--- src/rtl/pcfg_pkg.sv ---
package pcfg_pkg;

  typedef enum logic [1:0] {
    SEL_ADDR = 2'd0,
    SEL_DATA = 2'd1,
    SEL_CMD  = 2'd2,
    SEL_NONE = 2'd3
  } sel_e;

  typedef enum logic [1:0] {
    ST_IDLE   = 2'd0,
    ST_DN_REQ = 2'd1,
    ST_DN_RSP = 2'd2,
    ST_RESP   = 2'd3
  } state_e;

endpackage

--- src/rtl/pcfg_regs.sv ---
module pcfg_regs #(
  parameter int          DATA_W    = 32,
  parameter logic [31:0] ADDR_MASK = 32'h80FF_FFFC,
  parameter logic [31:0] CMD_MASK  = 32'h0401_FC0F,
  parameter logic [31:0] CMD_RESET = 32'h0001_0001
) (
  input  logic              clk,
  input  logic              rst_n,
  input  logic              wr_addr_en,
  input  logic              wr_cmd_en,
  input  logic [DATA_W-1:0] wdata,
  output logic [DATA_W-1:0] addr_q,
  output logic [DATA_W-1:0] cmd_q
);

  localparam logic [DATA_W-1:0] AMASK = DATA_W'(ADDR_MASK);
  localparam logic [DATA_W-1:0] CMASK = DATA_W'(CMD_MASK);
  localparam logic [DATA_W-1:0] CRST  = DATA_W'(CMD_RESET);

  always_ff @(posedge clk or negedge rst_n) begin
    if (!rst_n) begin
      addr_q <= '0;
    end else if (wr_addr_en) begin
      addr_q <= wdata & AMASK;
    end
  end

  always_ff @(posedge clk or negedge rst_n) begin
    if (!rst_n) begin
      cmd_q <= CRST;
    end else if (wr_cmd_en) begin
      cmd_q <= wdata & CMASK;
    end
  end

endmodule

--- src/rtl/pcfg_swap.sv ---
module pcfg_swap #(
  parameter int DATA_W = 32
) (
  input  logic              do_swap,
  input  logic [DATA_W-1:0] din,
  output logic [DATA_W-1:0] dout
);

  localparam int BYTES = DATA_W / 8;

  for (genvar b = 0; b < BYTES; b++) begin : g_lane
    assign dout[8*b +: 8] = do_swap ? din[8*(BYTES-1-b) +: 8] : din[8*b +: 8];
  end

endmodule

--- src/rtl/pcfg_seq.sv ---
module pcfg_seq
  import pcfg_pkg::*;
#(
  parameter int DATA_W = 32
) (
  input  logic              clk,
  input  logic              rst_n,
  input  logic              accept,
  input  logic              is_write,
  input  sel_e              sel,
  input  logic              fwd_en,
  input  logic [DATA_W-1:0] reg_rdata,
  input  logic [DATA_W-1:0] tx_wdata,
  input  logic [DATA_W-1:0] addr_q,
  input  logic              dn_req_ready,
  input  logic              dn_rsp_valid,
  input  logic [DATA_W-1:0] rx_rdata,
  input  logic              cpu_rsp_ready,
  output logic              cpu_req_ready,
  output logic              cpu_rsp_valid,
  output logic [DATA_W-1:0] cpu_rsp_rdata,
  output logic              dn_req_valid,
  output logic              dn_req_write,
  output logic [DATA_W-1:0] dn_req_addr,
  output logic [DATA_W-1:0] dn_req_wdata
);

  state_e            state_q;
  logic [DATA_W-1:0] rsp_q;
  logic              wr_q;
  logic [DATA_W-1:0] addr_cap_q;
  logic [DATA_W-1:0] wdata_cap_q;

  assign cpu_req_ready = (state_q == ST_IDLE);
  assign dn_req_valid  = (state_q == ST_DN_REQ);
  assign cpu_rsp_valid = (state_q == ST_RESP);
  assign cpu_rsp_rdata = rsp_q;
  assign dn_req_write  = wr_q;
  assign dn_req_addr   = addr_cap_q;
  assign dn_req_wdata  = wdata_cap_q;

  always_ff @(posedge clk or negedge rst_n) begin
    if (!rst_n) begin
      state_q     <= ST_IDLE;
      rsp_q       <= '0;
      wr_q        <= 1'b0;
      addr_cap_q  <= '0;
      wdata_cap_q <= '0;
    end else begin
      case (state_q)
        ST_IDLE: begin
          if (accept) begin
            if (sel == SEL_DATA && fwd_en) begin
              wr_q        <= is_write;
              addr_cap_q  <= addr_q;
              wdata_cap_q <= is_write ? tx_wdata : '0;
              state_q     <= ST_DN_REQ;
            end else if (sel == SEL_DATA) begin
              rsp_q   <= is_write ? '0 : '1;
              state_q <= ST_RESP;
            end else begin
              rsp_q   <= is_write ? '0 : reg_rdata;
              state_q <= ST_RESP;
            end
          end
        end
        ST_DN_REQ: begin
          if (dn_req_ready) begin
            if (wr_q) begin
              rsp_q   <= '0;
              state_q <= ST_RESP;
            end else begin
              state_q <= ST_DN_RSP;
            end
          end
        end
        ST_DN_RSP: begin
          if (dn_rsp_valid) begin
            rsp_q   <= rx_rdata;
            state_q <= ST_RESP;
          end
        end
        default: begin
          if (cpu_rsp_ready) begin
            state_q <= ST_IDLE;
          end
        end
      endcase
    end
  end

endmodule

--- src/rtl/pci_cfg_port.sv ---
module pci_cfg_port
  import pcfg_pkg::*;
#(
  parameter int          DATA_W       = 32,
  parameter logic [31:0] ADDR_MASK    = 32'h80FF_FFFC,
  parameter logic [31:0] CMD_MASK     = 32'h0401_FC0F,
  parameter logic [31:0] CMD_RESET    = 32'h0001_0001,
  parameter int          EN_BIT       = 31,
  parameter int          DEV_LO       = 11,
  parameter int          DEV_HI       = 23,
  parameter int          SWAP_CTL_BIT = 0
) (
  input  logic              clk,
  input  logic              rst_n,
  input  logic              cpu_req_valid,
  output logic              cpu_req_ready,
  input  logic              cpu_req_write,
  input  logic [1:0]        cpu_req_sel,
  input  logic [DATA_W-1:0] cpu_req_wdata,
  output logic              cpu_rsp_valid,
  input  logic              cpu_rsp_ready,
  output logic [DATA_W-1:0] cpu_rsp_rdata,
  output logic              dn_req_valid,
  input  logic              dn_req_ready,
  output logic              dn_req_write,
  output logic [DATA_W-1:0] dn_req_addr,
  output logic [DATA_W-1:0] dn_req_wdata,
  input  logic              dn_rsp_valid,
  input  logic [DATA_W-1:0] dn_rsp_rdata
);

  sel_e              sel;
  logic              accept;
  logic [DATA_W-1:0] addr_q;
  logic [DATA_W-1:0] cmd_q;
  logic [DATA_W-1:0] reg_rdata;
  logic [DATA_W-1:0] tx_wdata;
  logic [DATA_W-1:0] rx_rdata;
  logic              need_swap;

  assign sel       = sel_e'(cpu_req_sel);
  assign accept    = cpu_req_valid && cpu_req_ready;
  assign need_swap = !cmd_q[SWAP_CTL_BIT] && (|addr_q[DEV_HI:DEV_LO]);

  always_comb begin
    case (sel)
      SEL_ADDR: reg_rdata = addr_q;
      SEL_CMD:  reg_rdata = cmd_q;
      default:  reg_rdata = '0;
    endcase
  end

  pcfg_regs #(
    .DATA_W   (DATA_W),
    .ADDR_MASK(ADDR_MASK),
    .CMD_MASK (CMD_MASK),
    .CMD_RESET(CMD_RESET)
  ) u_regs (
    .clk       (clk),
    .rst_n     (rst_n),
    .wr_addr_en(accept && cpu_req_write && sel == SEL_ADDR),
    .wr_cmd_en (accept && cpu_req_write && sel == SEL_CMD),
    .wdata     (cpu_req_wdata),
    .addr_q    (addr_q),
    .cmd_q     (cmd_q)
  );

  pcfg_swap #(.DATA_W(DATA_W)) u_swap_tx (
    .do_swap(need_swap),
    .din    (cpu_req_wdata),
    .dout   (tx_wdata)
  );

  pcfg_swap #(.DATA_W(DATA_W)) u_swap_rx (
    .do_swap(need_swap),
    .din    (dn_rsp_rdata),
    .dout   (rx_rdata)
  );

  pcfg_seq #(.DATA_W(DATA_W)) u_seq (
    .clk          (clk),
    .rst_n        (rst_n),
    .accept       (accept),
    .is_write     (cpu_req_write),
    .sel          (sel),
    .fwd_en       (addr_q[EN_BIT]),
    .reg_rdata    (reg_rdata),
    .tx_wdata     (tx_wdata),
    .addr_q       (addr_q),
    .dn_req_ready (dn_req_ready),
    .dn_rsp_valid (dn_rsp_valid),
    .rx_rdata     (rx_rdata),
    .cpu_rsp_ready(cpu_rsp_ready),
    .cpu_req_ready(cpu_req_ready),
    .cpu_rsp_valid(cpu_rsp_valid),
    .cpu_rsp_rdata(cpu_rsp_rdata),
    .dn_req_valid (dn_req_valid),
    .dn_req_write (dn_req_write),
    .dn_req_addr  (dn_req_addr),
    .dn_req_wdata (dn_req_wdata)
  );

endmodule

--- config.mk ---
export PLATFORM = sky130hd
export DESIGN_NAME = pci_cfg_port
export DESIGN_NICKNAME = d
export VERILOG_FILES = /design/src/rtl/pcfg_pkg.sv /design/src/rtl/pcfg_regs.sv /design/src/rtl/pcfg_swap.sv /design/src/rtl/pcfg_seq.sv /design/src/rtl/pci_cfg_port.sv
export SDC_FILE = /design/constraint.sdc
export NUM_CORES = 1
export LEC_CHECK = 0
export ABC_AREA = 0
export BUFFER_PORTS_ARGS = -buffer_cell sky130_fd_sc_hd__buf_2
export CORE_ASPECT_RATIO = 2
export CORE_MARGIN = 5
export CORE_UTILIZATION = 53
export DETAILED_ROUTE_END_ITERATION = 10
export PLACE_DENSITY = 0.81
export SLEW_MARGIN = 15
export SYNTH_ARGS = -nofsm -noshare
export SYNTH_HDL_FRONTEND = slang
export SYNTH_SLANG_ARGS = --single-unit
export TNS_END_PERCENT = 5
--- constraint.sdc ---
create_clock -name clk -period 2.9 [get_ports clk]
set_clock_uncertainty 0.05 [all_clocks]
set_input_delay 0 -clock clk [delete_from_list [all_inputs] [get_ports clk]]
set_output_delay 0 -clock clk [all_outputs]
set_load 0.02 [all_outputs]
# Word-level counts from Yosys, hierarchy flattened
# Cells that the tools add are included.
[op_classes]
eq_ne = 10
reduce_logical = 15
n_mux = 26
[op_table]
columns = ["cell", "n"]
rows = [
  ["two-way mux 32 bit", 9],
  ["one-hot mux 32 bit (3 select lines)", 1],
  ["two-way mux 8 bit", 8],
  ["one-hot mux 32 bit (2 select lines)", 1],
  ["OR reduction 13 bit", 1],
  ["two-way mux 2 bit", 5],
  ["== test 2 bit, second input constant", 3],
  ["logical AND 1 bit", 6],
  ["inequality test 2 x 1 -> 1 bit, second input constant", 3],
  ["one-hot mux 2 bit (3 select lines)", 1],
  ["AND reduction 6 bit", 1],
  ["== test 2 x 1 -> 1 bit, second input constant", 2],
  ["zero test 2 bit", 2],
  ["inequality test 2 bit, second input constant", 2],
  ["AND reduction 4 bit", 1],
  ["nonzero test 4 bit", 1],
  ["AND reduction 3 bit", 1],
  ["nonzero test 3 bit", 1],
  ["zero test 1 bit", 1],
  ["two-way mux 1 bit", 1],
]
[word_totals]
reg_bits = 125
out_inout_bits = 100

# Depth between registers and ports, before layout
# Gate-level depths: netlist (run 1).
[depth]
word_depth = 7
mapped_depth = 9

# Modules after synthesis
# From an unflattened synthesis (run 1), not the netlist that was laid out.
[hier_totals]
hier_cells = 668
hier_area_um2 = 7657.3
[modules_own_cells]
columns = ["mod", "instances", "area_per_inst_um2", "seq_area_each_um2", "cells_each"]
rows = [
  ["pcfg_seq", 1, 4458.0, 2477.4, 412],
  ["pcfg_regs", 1, 1524.0, 878.3, 103],
  ["pcfg_swap", 2, 544.3, 0.0, 36],
  ["pci_cfg_port", 1, 586.8, 0.0, 81],
]

# Worst setup path after synthesis (run 1)
# OpenSTA, ideal clock, no wires.
[synth_timing]
path_type = "register to register"
startpoint = "reg u_seq.state_q[0]"
endpoint = "reg u_seq.rsp_q[10], in the netlist u_seq.cpu_rsp_rdata[10]"
path_buffers = 2
stages_incl_launch_ff = 9
arrival_time_ps = 2089
period_less_slack_ps = 2290
setup_slack_ps = 610
setup_ps = 150
cell_sequence = "dfrtp_1 -> inv_1 -> ha_1 -> and2_1 -> a211oi_2 -> and2_1 -> clkbuf_1 -> clkbuf_1 -> a41oi_1"
[synth_via]
elab_chain_cells = 4
[synth_lines]
columns = ["element", "line_no", "source"]
rows = [
  ["from (decl)", "pcfg_seq.sv:28", "state_e state_q;"],
  ["from (signal assigned)", "pcfg_seq.sv:44", "state_q <= ST_IDLE;"],
  ["from (signal assigned)", "pcfg_seq.sv:57", "state_q <= ST_DN_REQ;"],
  ["from (signal assigned)", "pcfg_seq.sv:60", "state_q <= ST_RESP;"],
  ["zero test 2 bit *", "pcfg_seq.sv:34", "assign cpu_req_ready = (state_q == ST_IDLE);"],
  ["net cpu_req_ready", "pci_cfg_port.sv:16", "output logic cpu_req_ready,"],
  ["logical AND 1 bit", "pci_cfg_port.sv:42", "assign accept = cpu_req_valid && cpu_req_ready;"],
  ["inequality test 2 x 1 -> 1 bit (no source line)", "--", ""],
  ["AND reduction 6 bit (no source line)", "--", ""],
  ["to (signal assigned)", "pcfg_seq.sv:59", "rsp_q <= is_write ? '0 : '1;"],
  ["to (signal assigned)", "pcfg_seq.sv:62", "rsp_q <= is_write ? '0 : reg_rdata;"],
  ["to (signal assigned)", "pcfg_seq.sv:79", "rsp_q <= rx_rdata;"],
  ["to (decl)", "pcfg_seq.sv:29", "logic [DATA_W-1:0] rsp_q;"],
]
# Mark *: on every way through the listed nets, which the timed path passes. The rest lies on a longest branch.
# A chain may end at the register's enable or synchronous reset.

# Worst setup path in the final report (run 1)
[layout_timing]
startpoint = "reg u_regs.addr_q[11]"
endpoint = "reg u_seq.rsp_q[16], in the netlist u_seq.cpu_rsp_rdata[16]"
[layout_via]
elab_chain_cells = 5
[layout_lines]
columns = ["element", "line_no", "source"]
rows = [
  ["from (decl)", "pcfg_regs.sv:12", "output logic [DATA_W-1:0] addr_q,"],
  ["from (signal assigned)", "pcfg_regs.sv:24", "addr_q <= wdata & AMASK;"],
  ["OR reduction 13 bit", "pci_cfg_port.sv:43", "assign need_swap = !cmd_q[SWAP_CTL_BIT] && (|addr_q[DEV_HI:DEV_LO]);"],
  ["logical AND 1 bit", "pci_cfg_port.sv:43", ""],
  ["two-way mux 8 bit", "pcfg_swap.sv:12", "assign dout[8*b +: 8] = do_swap ? din[8*(BYTES-1-b) +: 8] : din[8*b +: 8];"],
  ["two-way mux 32 bit", "pcfg_seq.sv:78", "if (dn_rsp_valid) begin"],
  ["one-hot mux 32 bit (3 select lines)", "pcfg_seq.sv:50", "case (state_q)"],
]
# Every way passes these cells. The select of a mux whose other input is x is not followed.

==> flow_metrics.env, run 1 <==
export IMPL_cts_tree="done"
export IMPL_rsz0062_at_grt="no"
export IMPL_ys_ff_latch=125
export IMPL_yosys_top_cells_area="dfrtp_1, mux2_2, mux2i_1"
export IMPL_vias=5688
export IMPL_rows=55
export IMPL_hold_viol=0
export IMPL_busiest_layer="met2"
export IMPL_totalNegativeSetupSlack_ps=0
export IMPL_holdWs_ps=116
export IMPL_cts_buffer_depth=2
export IMPL_postCtsSetupBuffers=0
export IMPL_synth_cell_area_sq_um=6140
export IMPL_core_area_sq_um=11400
export IMPL_ys_warn_count=0
export IMPL_grt_usage=0.288
export IMPL_routed_wl_mm=19.7
export IMPL_crit_chain="or4_4 > o41a_2 > buf_4 > a32oi_1 > a31oi_1"
export IMPL_syn_area_per_cell_sq_um=10.7
export IMPL_fill_cells=743
export IMPL_dr_first_iter_drc_count=442
export IMPL_ys_seq_area_frac=0.509
export IMPL_crit_family="compound AO/OA/AOI/OAI gates"
export IMPL_layout_commonest_cell="buf_2"
export IMPL_p_leak_nw=4.09
export IMPL_cts_buffers=17
export IMPL_die_area_sq_um=14000
export IMPL_endpoint_kind="flop"
export IMPL_syn2layout_area_growth_pct=35.6
export IMPL_tightest_slew_ps=721
export IMPL_grt_max_degree=62
export IMPL_crit_slowest_cell="o41a_2"
export IMPL_die_w_microns=86.1
export IMPL_nets=866
export IMPL_start_kind="flop"
export IMPL_clock_sinks=125
export IMPL_drc_errors=0
export IMPL_outcome="complete, no violations"
export IMPL_yosysUniqueCellTypes=51
export IMPL_syn_inst=574
export IMPL_dr_pass1_iters=7
export IMPL_mostFrequentLayoutCells="buf_2, dfrtp_1, dlygate4sd3_1, mux2_2, nand2_1"
export IMPL_grt_use_met2=0.495
export IMPL_io_buffers=163
export IMPL_clk_pin_slew_ps=60
export IMPL_worstPathMaxFanout=21
export IMPL_antenna_found_initial=0
export IMPL_synth_ff_type="dfrtp_1"
export IMPL_reg2reg_slack_ps=310
export IMPL_htree_levels=4
export IMPL_postRouteAntennaNets=0
export IMPL_period_share=0.893
export IMPL_start_util=0.541
export IMPL_max_cap_viol_count=0
export IMPL_powerDensity_nw_per_um2=1170
export IMPL_place_congestion=0.932
export IMPL_synthArstFlopShare=1.00
export IMPL_synth_edf_count=0
export IMPL_io_pins=173
export IMPL_use_met1=0.327
export IMPL_yosys_area_top_type="dfrtp_1"
export IMPL_worstPathRequired_ps=3120
export IMPL_period_needed_ps=2590
export IMPL_cts_root_buf="clkbuf_16"
export IMPL_crit_arrival_ps=2810
export IMPL_slowest_delay_ps=720
export IMPL_timing_fmax_mhz=386
export IMPL_wire_per_inst_microns=20.9
export IMPL_slew_headroom=0.507
export IMPL_grt_pass1_wl_mm=31.4
export IMPL_holdCritPathClass="input pin to async pin"
export IMPL_drv_slew=0
export IMPL_path_class="flop to flop"
export IMPL_setup_viol=0
export IMPL_synth_top_area_share=0.501
export IMPL_crit_buf_inv=1
export IMPL_design_area_sq_um=8330
export IMPL_vias_per_cell=6.03
export IMPL_use_met3=0.0599
export IMPL_vdd_drop_max_uv=709
export IMPL_clock_latency_ps=410
export IMPL_fp_dieH_microns=162
export IMPL_grt_overflow_total=0
export IMPL_dp_hpwl_mm=12.9
export IMPL_n_antenna_cell=0
export IMPL_place_area_sq_um=7050
export IMPL_grt_pass1_vias=6101
export IMPL_drive_above_1_share=0.347
stage by stage:
| stage | util | setup WS, ps | total power [W] | instances |
|---|---|---|---|---|
| 5_1_grt | 0.734 | 223 | 0.0102 | 943 |
| 2_1_floorplan | - | 610 | 0.00597 | 582 |
| 4_1_cts | 0.734 | 344 | 0.00964 | 943 |
| 6_report | 0.734 | 309 | 0.00972 | 943 |
| 3_3_place_gp | 0.621 | 429 | 0.00711 | 846 |
| 3_5_place_dp | 0.621 | 381 | 0.00730 | 846 |
what timing repair did:
item / 4_1_cts / 5_1_grt
hold endpoints to repair: 148 / 0
hold buffers: 66 / 0
resized for setup: 0 / 0
cells by family (layout without fill, tap and decap cells):
logic type                 after synthesis  after routing  share of synthesized area
adders and majority gates                4              4                    0.00815
AOI/OAI and AO/OA                      145            145                      0.158
other                                    1              9                   0.000610
and+or+nand+nor                        144            144                      0.117
buffers and inverters                   67            286                     0.0523
DFF                                    125            125                      0.509
muxes                                   88             88                      0.155
state kept, by name, summed over array words and instances, names as in the netlist:
register / flops
u_seq.cpu_rsp_rdata: 32
u_seq.state_q: 2
u_seq.dn_req_wdata: 32
u_regs.cmd_q: 12
u_seq.dn_req_addr: 23
u_regs.addr_q: 23
u_seq.dn_req_write: 1
cell usage after synthesis (2+ instances only):
library cell and instances:
dfstp_2 2, buf_1 4, nor3_1 2, clkbuf_1 37, nor2b_1 4, a41oi_1 7
mux2_2 55, buf_6 4, mux2i_1 33, and2_1 4, a31oi_1 27, nor2_1 28
o32a_1 7, buf_2 5, and3_1 15, o21ai_0 24, inv_1 8, a21oi_1 32
dfrtp_1 123, nand3_1 35, a2111oi_0 2, or3_1 2, or4_4 2, or2_2 3
o2bb2ai_1 14, ha_1 4, buf_4 9, o21ai_1 13, nand2b_1 3, nand2_1 39
a32oi_1 7
worst paths after layout:
| path | from | depth (start not counted) | endpoint |
|---|---|---|---|
| max | u_regs.addr_q[11]$_DFFE_PN0P_ | 5 | u_seq.cpu_rsp_rdata[16]$_DFFE_PN0P_ |
| min | rst_n | 2 | u_seq.dn_req_wdata[27]$_DFFE_PN0P_ |
| max reg2reg | u_regs.addr_q[11]$_DFFE_PN0P_ | 5 | u_seq.cpu_rsp_rdata[16]$_DFFE_PN0P_ |
| min reg2reg | u_seq.dn_req_wdata[30]$_DFFE_PN0P_ | 2 | u_seq.dn_req_wdata[30]$_DFFE_PN0P_ |
| max in group asynchronous | rst_n | 3 | u_seq.cpu_rsp_rdata[29]$_DFFE_PN0P_ |
| min in group clk | cpu_req_write | 4 | u_seq.cpu_rsp_rdata[2]$_DFFE_PN0P_ |
report_power, final:
| part | leakage, nW | internal [W] | switching [W] |
|---|---|---|---|
| Combinational | 2.17 | 0.00171 | 0.00266 |
| Sequential | 1.61 | 0.00255 | 0.000555 |
| Clock | 0.303 | 0.00148 | 0.000750 |
area by class of cell:
| cell class | instances | area, sq um | share of cell area |
|---|---|---|---|
| flip-flops and latches | 125 | 3130 | 0.376 |
| inverters | 8 | 30.0 | 0.00360 |
| clock buffers | 26 | 519 | 0.0623 |
| well taps | 142 | 178 | 0.0213 |
| clock inverters | 5 | 103 | 0.0123 |
| repair buffers | 247 | 1640 | 0.197 |
| multi-input cells | 390 | 2730 | 0.328 |
routing by layer:
| layer | vias to the layer above | routed length, microns |
|---|---|---|
| li1 | 2520 | - |
| met1 | 2774 | 7080 |
| met2 | 315 | 10500 |
| met3 | 79 | 1320 |
| met4 | 0 | 812 |
| met5 | - | 0 |
Power figures use the tool's default switching activity.
==> run 2: changes to the inputs <==
Settings changed: CORE_UTILIZATION 53 to 57, PLACE_DENSITY 0.81 to 0.86.
Clock period 2.9 ns to 3.09 ns, I/O delays scaled along.
==> run 2 against run 1 <==
Count of clock-buffer cells in the layout is 1 lower. Largest cell class unchanged. Die area is 6.4% lower. Critical path type unchanged. Maximum frequency is 14% lower. Hold slack better by 6.5 ps. Clock power is 11% lower.
==> flow_metrics.env, run 2 (synthesis results as in run 1) <==
export IMPL_io_buffers=163
export IMPL_routed_wl_mm=21.3
export IMPL_drv_slew=0
export IMPL_start_util=0.583
export IMPL_multi_input_area_sq_um=2760
export IMPL_vias=5942
export IMPL_setup_viol=0
export IMPL_place_area_sq_um=7040
export IMPL_postRouteAntennaNets=0
export IMPL_design_area_sq_um=8490
export IMPL_holdCritPathClass="input pin to async pin"
export IMPL_reg2reg_slack_ps=90
export IMPL_tightest_slew_ps=707
export IMPL_p_leak_nw=4.15
export IMPL_grt_max_degree=53
export IMPL_cts_tree="done"
export IMPL_period_needed_ps=3000
export IMPL_outcome="complete, no violations"
export IMPL_internal_power_w=0.00565
export IMPL_antenna_found_initial=1
export IMPL_dr_pass1_iters=7
export IMPL_clock_latency_ps=420
export IMPL_dr_first_iter_drc_count=586
export IMPL_cts_buffer_depth=2
export IMPL_path_class="flop to flop"
export IMPL_worstPathRequired_ps=3330
export IMPL_mostFrequentLayoutCells="buf_2, dfrtp_1, dlygate4sd3_1, mux2_2, nand2_1"
export IMPL_grt_usage=0.329
export IMPL_rows=53
export IMPL_grt_pass1_vias=6264
export IMPL_hold_viol=0
export IMPL_slew_headroom=0.528
export IMPL_layout_commonest_cell="buf_2"
export IMPL_grt_overflow_total=0
export IMPL_pwr_share_comb=0.484
export IMPL_htree_levels=4
export IMPL_worstPathMaxFanout=32
export IMPL_syn2layout_area_growth_pct=38.1
export IMPL_timing_fmax_mhz=333
export IMPL_cts_buffers=17
export IMPL_power_switching_share=0.410
export IMPL_p_switching_w=0.00392
export IMPL_period_share=0.972
export IMPL_nets=882
export IMPL_place_congestion=0.947
export IMPL_crit_arrival_ps=3250
export IMPL_register_area_sq_um=3130
export IMPL_vdd_drop_max_uv=709
export IMPL_grt_pass1_wl_mm=33.6
export IMPL_vias_per_cell=6.23
export IMPL_power_frac_seq=0.307
export IMPL_clock_sinks=125
export IMPL_die_w_microns=83.4
export IMPL_wire_per_inst_microns=22.4
export IMPL_final_util=0.805
export IMPL_io_pins=173
export IMPL_dp_hpwl_mm=13.3
export IMPL_core_area_sq_um=10500
export IMPL_cts_root_buf="clkbuf_16"
export IMPL_drc_errors=0
export IMPL_clk_pin_slew_ps=60
export IMPL_fill_cells=592
export IMPL_endpoint_kind="flop"
export IMPL_start_kind="flop"
export IMPL_powerDensity_nw_per_um2=1130
export IMPL_p_clk_frac=0.209
export IMPL_drive_above_1_share=0.343
export IMPL_max_cap_viol_count=0
export IMPL_fp_dieH_microns=157
export IMPL_p_total_w=0.00956
export IMPL_die_area_sq_um=13100
==> run 2: power by group through the flow <==
stage	Clock [W]	Sequential, W	Combinational [W]
after floorplan	0	0.00336	0.00224
after global placement	0	0.00286	0.00381
after detailed placement	0	0.00290	0.00397
after CTS	0.00200	0.00289	0.00441
after global routing	0.00209	0.00301	0.00493
final	0.00200	0.00294	0.00463
==> run 2: critical path, cell delays in order (launching register included) <==
cell	delay, ps
dfrtp_1	390
inv_1	90
ha_1	310
a222oi_1	370
buf_4	180
buf_6	220
and2_1	170
buf_4	310
a41oi_1	180
dlygate4sd3_1	600
==> run 2: area by class of cell <==
| type | instances | share of cell area |
|---|---|---|
| Multi-Input combinational cell | 390 | 0.325 |
| Tap cell | 137 | 0.0202 |
| Timing Repair Buffer | 263 | 0.212 |
| Clock inverter | 5 | 0.00944 |
| Inverter | 8 | 0.00354 |
| Clock buffer | 25 | 0.0607 |
| Antenna cell | 1 | 0.000295 |
| Sequential cell | 125 | 0.369 |
==> run 2: path summary, 6_finish.rpt <==
kind                            cells after the start                                  end                                from
max in group asynchronous                           3        u_regs.addr_q[21]$_DFFE_PN0P_                               rst_n
worst min-delay path                                2   u_seq.dn_req_wdata[26]$_DFFE_PN0P_                               rst_n
worst max register to register                      9  u_seq.cpu_rsp_rdata[18]$_DFFE_PN0P_        u_seq.state_q[0]$_DFFE_PN0P_
worst min register to register                      2   u_seq.dn_req_wdata[30]$_DFFE_PN0P_  u_seq.dn_req_wdata[30]$_DFFE_PN0P_
min in group clk                                    4  u_seq.cpu_rsp_rdata[24]$_DFFE_PN0P_                     dn_rsp_rdata[0]
worst max-delay path                                9  u_seq.cpu_rsp_rdata[18]$_DFFE_PN0P_        u_seq.state_q[0]$_DFFE_PN0P_
==> run 2: what timing repair did <==
action                                  in CTS  in global routing
endpoints found under the setup margin       0                 16
endpoints found under the hold margin      150                  0
gates resized for setup                      0                  3
setup buffers                                0                  3
hold buffers                                81                  0
==> run 2: stage by stage <==
stage          TNS [ps]  setup slack (ps)  instances  hold slack, ps
2_1_floorplan         0               800        582            -346
3_3_place_gp          0               578        839            14.5
3_5_place_dp          0               459        839            26.0
4_1_cts               0              38.5        950             121
5_1_grt           -11.3             -6.70        954             149
6_report              0              85.3        954             122
==> run 2: metal layers <==
| layer | wire (microns) | GRT usage | part of all wire |
|---|---|---|---|
| met5 | 0 | 0 | 0 |
| met4 | 1390 | 0.203 | 0.065 |
| met3 | 1600 | 0.0811 | 0.075 |
| met2 | 11400 | 0.590 | 0.53 |
| met1 | 7010 | 0.343 | 0.33 |
